## config.mk

```make
export PLATFORM = sky130hd
export DESIGN_NAME = os_inj_engine
export DESIGN_NICKNAME = d
export VERILOG_FILES = /design/src/rtl/os_inj_pkg.sv /design/src/rtl/os_lane_tracker.sv /design/src/rtl/os_inject_ctrl.sv /design/src/rtl/os_inj_regs.sv /design/src/rtl/os_inj_engine.sv
export SDC_FILE = /design/constraint.sdc
export NUM_CORES = 1
export LEC_CHECK = 0
export CELL_PAD_IN_SITES_DETAIL_PLACEMENT = 0
export CELL_PAD_IN_SITES_GLOBAL_PLACEMENT = 2
export CORE_ASPECT_RATIO = 0.5
export CORE_MARGIN = 1
export CORE_UTILIZATION = 36
export DETAILED_ROUTE_END_ITERATION = 6
export PLACE_DENSITY_LB_ADDON = 0.1
export SYNTH_ARGS = -nofsm -noshare
export SYNTH_HDL_FRONTEND = slang
export SYNTH_HIERARCHICAL = 1
export SYNTH_SLANG_ARGS = --single-unit
export TNS_END_PERCENT = 10
```

## constraint.sdc

```tcl
create_clock -name clk_i -period 6.75 [get_ports clk_i]
set_input_delay 1.35 -clock clk_i [delete_from_list [all_inputs] [get_ports clk_i]]
set_output_delay 1.35 -clock clk_i [all_outputs]
set_load 0.02 [all_outputs]
```

## src/rtl/os_inj_pkg.sv

```systemverilog
package os_inj_pkg;

  typedef enum logic [2:0] {
    OS_TS0   = 3'd0,
    OS_TS1   = 3'd1,
    OS_TS2   = 3'd2,
    OS_CSKIP = 3'd3,
    OS_EIEOS = 3'd4,
    OS_EIOS  = 3'd5,
    OS_SDS   = 3'd6
  } os_kind_e;

  typedef enum logic [1:0] {
    ST_IDLE = 2'b00,
    ST_BUSY = 2'b01,
    ST_DONE = 2'b10,
    ST_FAIL = 2'b11
  } inj_stat_e;

  localparam int IDX_W    = 6;
  localparam int SHORT_OS = 16;
  localparam int LONG_OS  = 40;

  typedef struct packed {
    logic [IDX_W-1:0] sym_idx;  // [31:26]
    logic [3:0]       lane;     // [25:22]
    logic [5:0]       ltssm;    // [21:16]
    logic [2:0]       kind;     // [15:13]
    logic [3:0]       spacing;  // [12:9]
    logic [3:0]       count;    // [8:5]
    logic [2:0]       rate;     // [4:2]
    logic             dir;      // [1]
    logic             en;       // [0]
  } inj_cfg_t;

  function automatic logic [IDX_W-1:0] os_len(logic [2:0] kind);
    return (kind == 3'(OS_CSKIP)) ? IDX_W'(LONG_OS) : IDX_W'(SHORT_OS);
  endfunction

endpackage

```

## src/rtl/os_lane_tracker.sv

```systemverilog
module os_lane_tracker
  import os_inj_pkg::*;
(
  input  logic             clk_i,
  input  logic             rst_ni,
  input  logic             sym_v_i,
  input  logic             start_i,
  input  logic [2:0]       kind_i,
  output logic [IDX_W-1:0] idx_o,
  output logic             in_set_o,
  output logic             short_o
);

  logic [IDX_W-1:0] cnt_q;
  logic [IDX_W-1:0] len_q;
  logic             active_q;

  assign idx_o    = start_i ? '0 : cnt_q;
  assign in_set_o = start_i | active_q;
  assign short_o  = start_i & active_q;

  always_ff @(posedge clk_i or negedge rst_ni) begin
    if (!rst_ni) begin
      cnt_q    <= '0;
      len_q    <= '0;
      active_q <= 1'b0;
    end else if (sym_v_i) begin
      if (start_i) begin
        cnt_q    <= IDX_W'(1);
        len_q    <= os_len(kind_i);
        active_q <= 1'b1;
      end else if (active_q) begin
        cnt_q <= IDX_W'(cnt_q + 1'b1);
        if (IDX_W'(cnt_q + 1'b1) == len_q) active_q <= 1'b0;
      end
    end
  end

endmodule

```

## src/rtl/os_inject_ctrl.sv

```systemverilog
module os_inject_ctrl
  import os_inj_pkg::*;
#(
  parameter bit IS_RX = 1'b0
) (
  input  logic             clk_i,
  input  logic             rst_ni,
  input  inj_cfg_t         cfg_i,
  input  logic             cfg_wr_i,
  input  logic             lane_hit_i,
  input  logic             start_i,
  input  logic [2:0]       kind_i,
  input  logic [IDX_W-1:0] idx_i,
  input  logic             in_set_i,
  input  logic             short_i,
  input  logic [5:0]       ltssm_i,
  input  logic [2:0]       rate_i,
  output logic             flip_o,
  output inj_stat_e        stat_o
);

  logic [3:0] hits_q, skip_q;
  logic       armed_q;
  inj_stat_e  stat_q;

  logic       en_ok, cfg_bad, running, set_match, hit_set;
  logic [3:0] gap;

  assign en_ok   = cfg_i.en && (cfg_i.dir == IS_RX) &&
                   (ltssm_i == cfg_i.ltssm) && (rate_i == cfg_i.rate);
  assign cfg_bad = cfg_i.en && (cfg_i.dir == IS_RX) &&
                   ((cfg_i.count == '0) || (cfg_i.sym_idx >= os_len(cfg_i.kind)));
  assign running = !cfg_bad && ((stat_q == ST_IDLE) || (stat_q == ST_BUSY));
  assign set_match = lane_hit_i && start_i && (kind_i == cfg_i.kind) && en_ok;
  assign hit_set = (set_match && (skip_q == '0)) ||
                   (armed_q && lane_hit_i && !start_i && in_set_i && en_ok);
  assign flip_o  = running && hit_set && (idx_i == cfg_i.sym_idx) && !cfg_wr_i;
  assign gap     = (cfg_i.spacing == '0) ? '0 : 4'(cfg_i.spacing - 1'b1);
  assign stat_o  = stat_q;

  always_ff @(posedge clk_i or negedge rst_ni) begin
    if (!rst_ni) begin
      hits_q  <= '0;
      skip_q  <= '0;
      armed_q <= 1'b0;
      stat_q  <= ST_IDLE;
    end else if (cfg_wr_i || !cfg_i.en) begin
      hits_q  <= '0;
      skip_q  <= '0;
      armed_q <= 1'b0;
      stat_q  <= ST_IDLE;
    end else if (cfg_bad) begin
      stat_q <= ST_FAIL;
    end else if (running && en_ok && lane_hit_i && short_i) begin
      stat_q  <= ST_FAIL;
      armed_q <= 1'b0;
    end else if (flip_o) begin
      hits_q  <= 4'(hits_q + 1'b1);
      skip_q  <= gap;
      armed_q <= 1'b0;
      stat_q  <= (4'(hits_q + 1'b1) == cfg_i.count) ? ST_DONE : ST_BUSY;
    end else if (lane_hit_i) begin
      if (start_i) begin
        armed_q <= set_match && (skip_q == '0);
        if (set_match && (skip_q != '0)) skip_q <= 4'(skip_q - 1'b1);
      end else if (!in_set_i) begin
        armed_q <= 1'b0;
      end
    end
  end

endmodule

```

## src/rtl/os_inj_regs.sv

```systemverilog
module os_inj_regs
  import os_inj_pkg::*;
#(
  parameter bit IS_RX = 1'b0
) (
  input  logic        clk_i,
  input  logic        rst_ni,
  input  logic        we_i,
  input  logic [1:0]  addr_i,
  input  logic [31:0] wdata_i,
  input  inj_stat_e   stat_i,
  output logic [31:0] rdata_o,
  output inj_cfg_t    cfg_o,
  output logic        cfg_wr_o
);

  logic [31:0] cfg_q;
  logic [31:0] stat_word;

  assign cfg_wr_o  = we_i && (addr_i == 2'd0);
  assign cfg_o     = inj_cfg_t'(cfg_q);
  assign stat_word = {30'b0, stat_i};

  always_ff @(posedge clk_i or negedge rst_ni) begin
    if (!rst_ni)       cfg_q <= '0;
    else if (cfg_wr_o) cfg_q <= wdata_i;
  end

  always_comb begin
    unique case (addr_i)
      2'd0:    rdata_o = cfg_q;
      2'd1:    rdata_o = IS_RX ? '0 : stat_word;
      2'd2:    rdata_o = IS_RX ? stat_word : '0;
      default: rdata_o = '0;
    endcase
  end

endmodule

```

## src/rtl/os_inj_engine.sv

```systemverilog
module os_inj_engine
  import os_inj_pkg::*;
#(
  parameter int NUM_LANES = 4,
  parameter int SYM_W     = 8,
  parameter bit IS_RX     = 1'b0,
  localparam int LANE_W   = (NUM_LANES > 1) ? $clog2(NUM_LANES) : 1
) (
  input  logic              clk_i,
  input  logic              rst_ni,
  input  logic              reg_we_i,
  input  logic [1:0]        reg_addr_i,
  input  logic [31:0]       reg_wdata_i,
  output logic [31:0]       reg_rdata_o,
  input  logic [5:0]        ltssm_i,
  input  logic [2:0]        rate_i,
  input  logic              in_valid_i,
  input  logic              in_start_i,
  input  logic [2:0]        in_kind_i,
  input  logic [LANE_W-1:0] in_lane_i,
  input  logic [SYM_W-1:0]  in_sym_i,
  output logic              out_valid_o,
  output logic              out_start_o,
  output logic [2:0]        out_kind_o,
  output logic [LANE_W-1:0] out_lane_o,
  output logic [SYM_W-1:0]  out_sym_o
);

  inj_cfg_t  cfg;
  logic      cfg_wr;
  inj_stat_e stat;
  logic      flip;
  logic      lane_hit;

  logic [IDX_W-1:0] trk_idx    [NUM_LANES];
  logic             trk_in_set [NUM_LANES];
  logic             trk_short  [NUM_LANES];
  logic [IDX_W-1:0] sel_idx;
  logic             sel_in_set, sel_short;

  os_inj_regs #(.IS_RX(IS_RX)) u_regs (
    .clk_i    (clk_i),
    .rst_ni   (rst_ni),
    .we_i     (reg_we_i),
    .addr_i   (reg_addr_i),
    .wdata_i  (reg_wdata_i),
    .stat_i   (stat),
    .rdata_o  (reg_rdata_o),
    .cfg_o    (cfg),
    .cfg_wr_o (cfg_wr)
  );

  for (genvar g = 0; g < NUM_LANES; g++) begin : g_lane
    logic sym_v;
    assign sym_v = in_valid_i && (32'(in_lane_i) == g);
    os_lane_tracker u_trk (
      .clk_i    (clk_i),
      .rst_ni   (rst_ni),
      .sym_v_i  (sym_v),
      .start_i  (in_start_i),
      .kind_i   (in_kind_i),
      .idx_o    (trk_idx[g]),
      .in_set_o (trk_in_set[g]),
      .short_o  (trk_short[g])
    );
  end

  always_comb begin
    sel_idx    = '0;
    sel_in_set = 1'b0;
    sel_short  = 1'b0;
    for (int i = 0; i < NUM_LANES; i++) begin
      if (32'(in_lane_i) == i) begin
        sel_idx    = trk_idx[i];
        sel_in_set = trk_in_set[i];
        sel_short  = trk_short[i];
      end
    end
  end

  assign lane_hit = in_valid_i && (32'(in_lane_i) == 32'(cfg.lane));

  os_inject_ctrl #(.IS_RX(IS_RX)) u_ctrl (
    .clk_i      (clk_i),
    .rst_ni     (rst_ni),
    .cfg_i      (cfg),
    .cfg_wr_i   (cfg_wr),
    .lane_hit_i (lane_hit),
    .start_i    (in_start_i),
    .kind_i     (in_kind_i),
    .idx_i      (sel_idx),
    .in_set_i   (sel_in_set),
    .short_i    (sel_short),
    .ltssm_i    (ltssm_i),
    .rate_i     (rate_i),
    .flip_o     (flip),
    .stat_o     (stat)
  );

  always_ff @(posedge clk_i or negedge rst_ni) begin
    if (!rst_ni) begin
      out_valid_o <= 1'b0;
      out_start_o <= 1'b0;
      out_kind_o  <= '0;
      out_lane_o  <= '0;
      out_sym_o   <= '0;
    end else begin
      out_valid_o <= in_valid_i;
      out_start_o <= in_start_i;
      out_kind_o  <= in_kind_i;
      out_lane_o  <= in_lane_i;
      out_sym_o   <= in_sym_i ^ {SYM_W{flip}};
    end
  end

endmodule

```

==> flow_summary.json <==
{
  "clock-sinks": 94,
  "dieArea_um2": 16600,
  "track_usage_pct": 18.5,
  "synth.largest_area_cell": "dfrtp_1",
  "synth_edf_count": 0,
  "syn-num-nets": 648,
  "ys_seq_area_share_pct": 40.8,
  "wl_met1_mm": 7.17,
  "setup_ws_ps": 1910,
  "path_max_fanout": 21,
  "diodes": 0,
  "numCtsBuffers": 9,
  "grt_pass1_vias": 4323,
  "clkLatencyLatePin_ps": 350,
  "htree_levels": 3,
  "dr.pass1.iters": 4,
  "post_drt_wl_per_cell_um": 16.6,
  "layout_common_cells": "clkdlybuf4s50_1 (105), dfrtp_1 (94), nand2_1 (48)",
  "cts_tree": "yes",
  "drive_gt1_share_pct": 12.5,
  "nNetsFinal": 740,
  "synthArstFlopShare_pct": 100,
  "top_layer": "met4",
  "die_y_um": 91.5,
  "ys_ff_latch": 94,
  "ctsHoldBuffers": 0,
  "ctsResizeCount": 0,
  "area_delta_synth_final_pct": 26.1,
  "drtIter0Drc": 228,
  "status": "finished, final reports clean",
  "crit_required_ps": 5400,
  "crit_arrival_ps": 3490,
  "coreArea_um2": 15500,
  "setup_total_negative_slack_ps": 0,
  "tightestPinTransition_ps": 1240,
  "drv_cap": 0,
  "syn_area_um2": 5770,
  "rsz0062_at_grt": "false",
  "power_density_nw_per_um2": 250,
  "start_util_pct": 37.1,
  "place_area_um2": 6930,
  "grt-ovfl-total": 0,
  "clockBufferDepth": 2,
  "wl_met2_mm": 6.70,
  "layout_commonest_cell": "clkdlybuf4s50_1",
  "yosysWarnings": 6,
  "drc": 0,
  "antenna_left": 0,
  "syn_inst": 577,
  "rows": 32,
  "grt_pass1_wl_mm": 23.7,
  "clk_root_buffer_cell": "clkbuf_16",
  "grt_max_degree": 53,
  "post-route-min-period_ps": 4840,
  "syn_avg_cell_area_um2": 9.99,
  "dpl.hpwl_mm": 10.5,
  "leakagePower_nw": 3.02,
  "slew_violations": 0,
  "vias": 4410,
  "fmax_mhz": 207,
  "yosys-top-cells-area": "dfrtp_1 (41%), mux2_2 (5.9%), xor2_1 (5.2%), and2_1 (3.9%), nand2_1 (3.1%)",
  "synth_cell_types": 63,
  "design_area_um2": 7270,
  "final_hold_viol_count": 0,
  "endpoint_kind": "output pin",
  "clock_skew_ps": 10.6,
  "critPathKind": "input port to output pin",
  "antenna_found_initial": 0,
  "yosysTopAreaCellShare_pct": 40.8,
  "postCtsSetupBuffers": 0,
  "portBuffers": 107,
  "die_w_um": 181,
  "drt_wl_total_mm": 14.6,
  "boundaryPins": 108,
  "cp-start-kind": "input port",
  "route.met3.wl_um": 562,
  "dp_slack_ps": 1690,
  "clk_pin_slew_ps": 60,
  "synth_ff_type": "dfrtp_1",
  "hp-class": "flip-flop to flip-flop",
  "setup_viol": 0,
  "gp_congestion": 0.799,
  "via_per_inst": 5.02,
  "max-vdd-ir-drop_mv": 0.116,
  "slew_headroom_pct": 16.8,
  "fin_crit_sh_pct": 71.7
}
## critical path, cell delays in order
cell,delay (ps)
clkdlybuf4s50_1,530
nor2_1,470
buf_4,340
and2_1,180
clkdlybuf4s50_1,600
## power breakdown
group          leakage (nW)  switching [mW]  total (mW)  internal, mW
logic                  1.75           0.223       0.466         0.243
registers              1.09           0.109       0.752         0.643
clock network         0.172           0.229       0.601         0.372
## stage by stage
stage	util [%]	cells	power, mW	hold slack [ps]
2_1_floorplan	-	577	1.07	481
3_3_place_gp	44.6	862	1.23	504
3_5_place_dp	44.6	862	1.23	508
4_1_cts	46.8	878	1.84	527
5_1_grt	46.8	878	1.93	562
6_report	46.8	878	1.82	518
## registers in the layout, summed over array words and instances (netlist names)
register and cells:
u_regs/cfg_o 32, u_ctrl/stat_o 2, out_valid_o 1, u_ctrl/skip_q 4, out_kind_o 3, out_lane_o 2, out_sym_o 8, out_start_o 1
g_lane.u_trk/active_q 4, u_ctrl/armed_q 1, g_lane.u_trk/len_q 8, u_ctrl/hits_q 4, g_lane.u_trk/cnt_q 24
## logic make-up after synthesis
kind of cell               count (synthesis)  synth area share (%)
DFF                                       94                  40.8
and+or+nand+nor                          232                  22.5
muxes                                     55                  12.3
xor gates and xnor gates                  45                  6.83
AOI/OAI and AO/OA                         87                  10.3
adders and majority gates                 10                  2.17
buffers and inverters                     54                  5.03
## worst paths after layout
check / start / end / slack (ps) / depth (start not counted)
worst max-delay path: reg_addr_i[0] / reg_rdata_o[14] / 1910 / 5
worst max register to register: g_lane[3].u_trk/cnt_q[3] / u_ctrl/skip_q[3] / 3480 / 8
worst min-delay path: g_lane[3].u_trk/len_q[4] / g_lane[3].u_trk/len_q[4] / 520 / 2
min in group asynchronous: rst_ni / u_regs/cfg_o[11] / 980 / 1
max in group asynchronous: rst_ni / g_lane[3].u_trk/cnt_q[1] / 4610 / 2
worst min register to register: g_lane[3].u_trk/len_q[4] / g_lane[3].u_trk/len_q[4] / 520 / 2
## synth_stat cells, types with 3 or more instances
master / instances
a21o_1: 6
a21oi_1: 21
a311o_1: 3
a41oi_1: 3
and2_1: 36
buf_2: 13
buf_4: 3
buf_6: 8
clkbuf_1: 8
dfrtp_1: 94
ha_1: 10
inv_1: 21
mux2_2: 30
mux2i_1: 13
mux4_1: 3
mux4_2: 5
nand2_1: 48
nand2b_1: 6
nand3_1: 21
nand3_4: 3
nand4_1: 3
nor2_1: 37
nor2b_1: 22
nor3_1: 22
nor4_1: 5
o2111a_1: 3
o21ai_0: 31
o22ai_1: 3
or2_2: 4
or3_1: 7
xnor2_1: 11
xor2_1: 34
## final cells by class
type                            count  area (um2)
Fill cell                        1487        8260
Multi-Input combinational cell    429        3120
Sequential cell                    94        2350
Timing Repair Buffer              114        1120
Tap cell                          204         255
Clock buffer                       10         239
Clock inverter                      6         109
Inverter                           21        78.8
## layer usage
layer	up-vias	global-route usage [%]
met2	69	29.5
met3	13	4.29
met1	2131	25.5
met5	-	0
met4	0	4.24
li1	2197	-
No activity file was read; power rests on OpenSTA's default activity.
